## config.mk

```make
export PLATFORM = sky130hd
export DESIGN_NAME = spi_cmd_xfer
export DESIGN_NICKNAME = d
export VERILOG_FILES = /design/src/rtl/spx_pkg.sv /design/src/rtl/spx_datapath.sv /design/src/rtl/spx_ctrl.sv /design/src/rtl/spi_cmd_xfer.sv
export SDC_FILE = /design/constraint.sdc
export NUM_CORES = 1
export LEC_CHECK = 0
export BUFFER_PORTS_ARGS = -buffer_cell sky130_fd_sc_hd__buf_2
export CORE_MARGIN = 8
export CORE_UTILIZATION = 50
export DETAILED_ROUTE_END_ITERATION = 12
export PLACE_DENSITY = 0.87
export SETUP_SLACK_MARGIN = 0.1
export SKIP_CTS_REPAIR_TIMING = 1
export SYNTH_ARGS = -nofsm -noshare
export SYNTH_HDL_FRONTEND = slang
export SYNTH_SLANG_ARGS = --single-unit
```

## constraint.sdc

```tcl
create_clock -name clk -period 5.7 [get_ports clk]
set_input_delay 1.14 -clock clk [delete_from_list [all_inputs] [get_ports clk]]
set_output_delay 1.14 -clock clk [all_outputs]
set_load 0.1 [all_outputs]
```

## src/rtl/spx_pkg.sv

```systemverilog
package spx_pkg;
  typedef struct packed {
    logic load;     // capture request into datapath
    logic capture;  // store received byte, advance index
    logic selOp;    // transmit mux selects opcode
  } spxStrobe_t;

  typedef enum logic [2:0] {
    S_IDLE, S_READY_WAIT, S_WAKE_WAIT, S_OP_GO, S_OP_WAIT, S_DAT_GO, S_DAT_WAIT, S_END
  } spxState_t;
endpackage

```

## src/rtl/spx_datapath.sv

```systemverilog
module spx_datapath
  import spx_pkg::*;
#(
  parameter int BUF_BYTES = 8,
  parameter int LEN_W = 4,
  parameter logic [7:0] SLEEP_OPCODE = 8'h84,
  parameter logic [7:0] NOP_BYTE = 8'h00
) (
  input  logic                   clk,
  input  logic                   rstN,
  input  spxStrobe_t             strobe,
  input  logic [7:0]             reqOpcode,
  input  logic [LEN_W-1:0]       reqWlen,
  input  logic [LEN_W-1:0]       reqRlen,
  input  logic [8*BUF_BYTES-1:0] reqBuf,
  input  logic [7:0]             byteRx,
  output logic [7:0]             txByte,
  output logic [8*BUF_BYTES-1:0] rspBuf,
  output logic                   noData,
  output logic                   lastData,
  output logic                   sleepOp
);
  localparam int IDX_W = $clog2(BUF_BYTES + 1);
  localparam int PTR_W = (BUF_BYTES > 1) ? $clog2(BUF_BYTES) : 1;

  logic [7:0]       bufMem [BUF_BYTES];
  logic [7:0]       opcReg;
  logic [IDX_W-1:0] wlReg, rlReg, idx, total;
  logic [IDX_W-1:0] wlenC, rlenC;
  logic [PTR_W-1:0] ptr;

  always_comb begin
    wlenC = (32'(reqWlen) > BUF_BYTES) ? IDX_W'(BUF_BYTES) : IDX_W'(reqWlen);
    rlenC = (32'(reqRlen) > BUF_BYTES) ? IDX_W'(BUF_BYTES) : IDX_W'(reqRlen);
    total = (wlReg > rlReg) ? wlReg : rlReg;
    ptr = idx[PTR_W-1:0];
  end

  always_ff @(posedge clk or negedge rstN) begin
    if (!rstN) begin
      opcReg <= '0;
      wlReg  <= '0;
      rlReg  <= '0;
      idx    <= '0;
      for (int i = 0; i < BUF_BYTES; i++) bufMem[i] <= '0;
    end else if (strobe.load) begin
      opcReg <= reqOpcode;
      wlReg  <= wlenC;
      rlReg  <= rlenC;
      idx    <= '0;
      for (int i = 0; i < BUF_BYTES; i++) bufMem[i] <= reqBuf[8*i +: 8];
    end else if (strobe.capture) begin
      if (idx < rlReg) bufMem[ptr] <= byteRx;
      idx <= idx + 1'b1;
    end
  end

  always_comb begin
    if (strobe.selOp)      txByte = opcReg;
    else if (idx < wlReg)  txByte = bufMem[ptr];
    else                   txByte = NOP_BYTE;
  end

  assign noData   = (total == '0);
  assign lastData = (idx == total - 1'b1);
  assign sleepOp  = (opcReg == SLEEP_OPCODE);

  for (genvar g = 0; g < BUF_BYTES; g++) begin : g_flat
    assign rspBuf[8*g +: 8] = bufMem[g];
  end
endmodule

```

## src/rtl/spx_ctrl.sv

```systemverilog
module spx_ctrl
  import spx_pkg::*;
(
  input  logic       clk,
  input  logic       rstN,
  input  logic       reqValid,
  input  logic       busyIn,
  input  logic       byteDone,
  input  logic       noData,
  input  logic       lastData,
  input  logic       sleepOp,
  output spxStrobe_t strobe,
  output logic       csN,
  output logic       byteStart,
  output logic       engBusy,
  output logic       done,
  output logic       sleepFlag
);
  spxState_t state, nextState;

  always_comb begin
    nextState = state;
    strobe    = '0;
    byteStart = 1'b0;
    case (state)
      S_IDLE: if (reqValid) begin
        strobe.load = 1'b1;
        nextState = sleepFlag ? S_WAKE_WAIT : S_READY_WAIT;
      end
      S_READY_WAIT: if (!busyIn) nextState = S_OP_GO;
      S_WAKE_WAIT:  if (!busyIn) nextState = S_OP_GO;
      S_OP_GO: begin
        strobe.selOp = 1'b1;
        byteStart = 1'b1;
        nextState = S_OP_WAIT;
      end
      S_OP_WAIT: begin
        strobe.selOp = 1'b1;
        if (byteDone) nextState = noData ? S_END : S_DAT_GO;
      end
      S_DAT_GO: begin
        byteStart = 1'b1;
        nextState = S_DAT_WAIT;
      end
      S_DAT_WAIT: if (byteDone) begin
        strobe.capture = 1'b1;
        nextState = lastData ? S_END : S_DAT_GO;
      end
      S_END: nextState = S_IDLE;
      default: nextState = S_IDLE;
    endcase
  end

  always_ff @(posedge clk or negedge rstN) begin
    if (!rstN) begin
      state     <= S_IDLE;
      sleepFlag <= 1'b0;
    end else begin
      state <= nextState;
      if (state == S_WAKE_WAIT && !busyIn) sleepFlag <= 1'b0;
      else if (state == S_END)             sleepFlag <= sleepOp;
    end
  end

  assign csN = !(state inside {S_WAKE_WAIT, S_OP_GO, S_OP_WAIT, S_DAT_GO, S_DAT_WAIT});
  assign engBusy = (state != S_IDLE);
  assign done = (state == S_END);
endmodule

```

## src/rtl/spi_cmd_xfer.sv

```systemverilog
module spi_cmd_xfer
  import spx_pkg::*;
#(
  parameter int BUF_BYTES = 8,
  parameter int LEN_W = 4,
  parameter logic [7:0] SLEEP_OPCODE = 8'h84,
  parameter logic [7:0] NOP_BYTE = 8'h00
) (
  input  logic                   clk,
  input  logic                   rstN,
  input  logic                   reqValid,
  input  logic [7:0]             reqOpcode,
  input  logic [LEN_W-1:0]       reqWlen,
  input  logic [LEN_W-1:0]       reqRlen,
  input  logic [8*BUF_BYTES-1:0] reqBuf,
  output logic [8*BUF_BYTES-1:0] rspBuf,
  output logic                   engBusy,
  output logic                   done,
  output logic                   sleepFlag,
  input  logic                   busyIn,
  output logic                   csN,
  output logic                   byteStart,
  output logic [7:0]             byteTx,
  input  logic                   byteDone,
  input  logic [7:0]             byteRx
);
  spxStrobe_t strobe;
  logic noData, lastData, sleepOp;

  spx_ctrl ctrl_i (
    .clk(clk), .rstN(rstN), .reqValid(reqValid), .busyIn(busyIn),
    .byteDone(byteDone), .noData(noData), .lastData(lastData), .sleepOp(sleepOp),
    .strobe(strobe), .csN(csN), .byteStart(byteStart), .engBusy(engBusy),
    .done(done), .sleepFlag(sleepFlag)
  );

  spx_datapath #(
    .BUF_BYTES(BUF_BYTES), .LEN_W(LEN_W), .SLEEP_OPCODE(SLEEP_OPCODE), .NOP_BYTE(NOP_BYTE)
  ) dp_i (
    .clk(clk), .rstN(rstN), .strobe(strobe), .reqOpcode(reqOpcode),
    .reqWlen(reqWlen), .reqRlen(reqRlen), .reqBuf(reqBuf), .byteRx(byteRx),
    .txByte(byteTx), .rspBuf(rspBuf), .noData(noData), .lastData(lastData),
    .sleepOp(sleepOp)
  );
endmodule

```

==> results_dict.tcl <==
set metrics [dict create \
    avgSynthCellArea_um2 9.252 \
    drive_gt1_share_pct 29.70 \
    min_to "dp_i.opcReg[6]$_DFFE_PN0P_" \
    routed_wl_um 16420 \
    cp.required_ps 4560 \
    fin_area_um2 6166 \
    ys_async_sr_fraction_pct 100.0 \
    cts_buffer_depth 2 \
    root_buffer "clkbuf_8" \
    synth_warnings 0 \
    hp-start "dp_i.opcReg[6]$_DFFE_PN0P_" \
    grt_usage_pct 25.06 \
    min_period_ps 3868 \
    final.setup_skew_ps 6.492 \
    io_pins 170 \
    hpwl_um 11880 \
    grt_pass1_wl_um 26420 \
    synth.area.top_cells "dfrtp_1 43%, mux2i_1 12%, a21oi_1 7.4%" \
    numClockSinks 88 \
    clkLatencyLatePin_ps 360 \
    max-slew-margin-rel_pct 23.89 \
    crit_path_start_kind "register" \
    synth.distinct_cells 47 \
    outcome "completed" \
    ant_nets 0 \
    syn_area_um2 5070 \
    holdWs_ps 522.8 \
    r2r-start "dp_i.idx[1]$_DFFE_PN0N_" \
    wl_per_cell_um 19.78 \
    holdPathStages 2 \
    path_class "reg2out" \
    reg2reg_depth 8 \
    synth_enable_flop_cells 0 \
    timing.setup.tns_ps 0 \
    io_buffers 169 \
    drv_slew 0 \
    fmax_mhz 258.5 \
    drc 0 \
    antenna_found_initial 0 \
    hold_viol 0 \
    dieArea_um2 13620 \
    fin_crit_sh_pct 67.86 \
    r2r_slack_ps 2730 \
    grt_pass1_vias 5060 \
    worst_hold_path_type "reg2reg" \
    die_y_um 116.7 \
    syn_nets 653 \
    seq_area_frac_synth_pct 43.44 \
    synthFlopType "dfrtp_1" \
    nNetsFinal 798 \
    initial_core_util_pct 51.63 \
    yosys.area.top_type "dfrtp_1" \
    dr.pass1.iters 5 \
    post-place-ws_ps 2291 \
    viasPerCell 5.761 \
    drv_cap 0 \
    worst_slack_ps 1832 \
    cts_made_buffers 9 \
    globalplace.congestion 0.8991 \
    synth_top_area_share_pct 43.44 \
    postPlaceCellArea_um2 5964 \
    core_area_um2 9819 \
    crit_fanout 8 \
    endpoint_kind "primary output" \
    cts_tree "built" \
    drt_iter0_markers 319 \
    grt_max_degree 89 \
    num_antenna_cells 0 \
    critPathArrivalTime_ps 2730 \
    worst_pin_slew_ps 1142 \
    die_w_um 116.7 \
    synthCells 548 \
    synth_seq_cells 88 \
    grt_overflow 0 \
    cts_max_level 3 \
    rsz0062_at_grt "false" \
    rows 36 \
    setup_violations 0 \
    via_count 4782 \
    area_growth_pct 21.62 \
    clkTransAtPathRegs_ps 90 \
    reg2reg_to "dp_i.rspBuf[62]$_DFFE_PN0P_" \
]
[cell families (layout without fill, tap and decap cells)]
family	Yosys count	count (layout)	share of synthesized area (%)
AO/OA/AOI/OAI	126	126	14.64
multiplexers	72	72	16.73
XOR/XNOR	11	11	1.900
flip-flops	88	88	43.44
AND/OR/NAND/NOR	188	188	16.26
buffers and inverters	51	200	4.072
adder cells (fa/ha/maj)	12	12	2.961
[routing by layer]
layer	part of all wire, %	track usage (%)	vias up
li1	-	-	2198
met1	42	31.37	2321
met2	48	41.13	228
met3	8.3	6.618	35
met4	2.0	8.362	0
met5	0	0	-
[how the worst max path moves through the flow]
stage,from,to,slack [ps],cells past startpoint
floorplan,dp_i.idx[0]$_DFFE_PN0N_,byteTx[0],790,7
global placement,dp_i.wlReg[1]$_DFFE_PN0P_,byteTx[2],2300,8
detailed placement,dp_i.wlReg[1]$_DFFE_PN0P_,byteTx[2],2290,8
CTS,dp_i.wlReg[1]$_DFFE_PN0P_,byteTx[2],1870,8
global route,dp_i.wlReg[1]$_DFFE_PN0P_,byteTx[2],1730,8
finish,dp_i.wlReg[1]$_DFFE_PN0P_,byteTx[2],1830,8
[sequential cells by signal, summed over array words and instances (netlist names)]
register and flops:
ctrl_i.sleepFlag 1, ctrl_i.state 3, dp_i.idx 4, dp_i.opcReg 8, dp_i.rlReg 4, dp_i.rspBuf 64
dp_i.wlReg 4
[placed cells by master (no fill, tap or decap), types with 2 or more instances in the layout]
master     count
nand2_2        2
clkinv_2       2
a21o_1         3
a2111oi_0      3
nand2b_1       6
nand4_1        2
ha_1          12
o221ai_1       3
o32ai_1        2
o21ai_0       18
bufinv_16      2
nor2b_1        7
inv_1         11
mux2_2         2
clkbuf_1       2
nand2_1       70
o31ai_1        2
nor3_1         5
xor2_1         4
o211ai_1       2
nand3_1        3
a21oi_1       75
clkbuf_8       9
nor2_1        76
o22ai_1        2
a31oi_1        8
buf_4          6
mux2i_1       60
and2_1         3
xnor2_1        7
dfrtp_1       88
mux4_2        10
nand3b_1       7
buf_2        168
[worst max-delay path, cell delays in order, from the launching register on]
cell and delay, ps:
dfrtp_1 390, inv_1 70, ha_1 260, o21ai_0 80, nand2b_1 80, a21o_1 170, a211o_1 410, o31ai_1 390
buf_2 500
[area by class of cell]
class,instances,area [um2]
sequential,88,2202
multi-input combinational,409,2669
inverter,11,41.29
timing repair buffer,174,885.9
clock inverter,4,70.07
clock buffer,11,131.4
tap,133,166.4
fill,861,3654
[synthesized netlist by cell type (3+ instances only)]
library cell	count
nand3_1	3
a2111oi_0	3
o221ai_1	3
nand3b_1	7
clkbuf_1	31
mux2i_1	60
xor2_1	4
o21ai_0	18
nor2b_1	7
a21o_1	3
and2_1	3
nor3_1	5
nor2_1	76
a21oi_1	75
nand2b_1	6
xnor2_1	7
buf_1	4
mux4_2	10
buf_2	3
ha_1	12
a31oi_1	8
nand2_1	71
dfrtp_1	88
inv_1	11
[stage by stage]
stage	cells	util (%)
CTS	830	62.79
floorplan	548	-
finish	830	62.79
global placement	815	60.74
detailed placement	815	60.74
global route	830	62.79
Power is left out: the tool's default activity adds up to more than one toggle a clock period on the data nets, which glitch-free logic cannot reach.
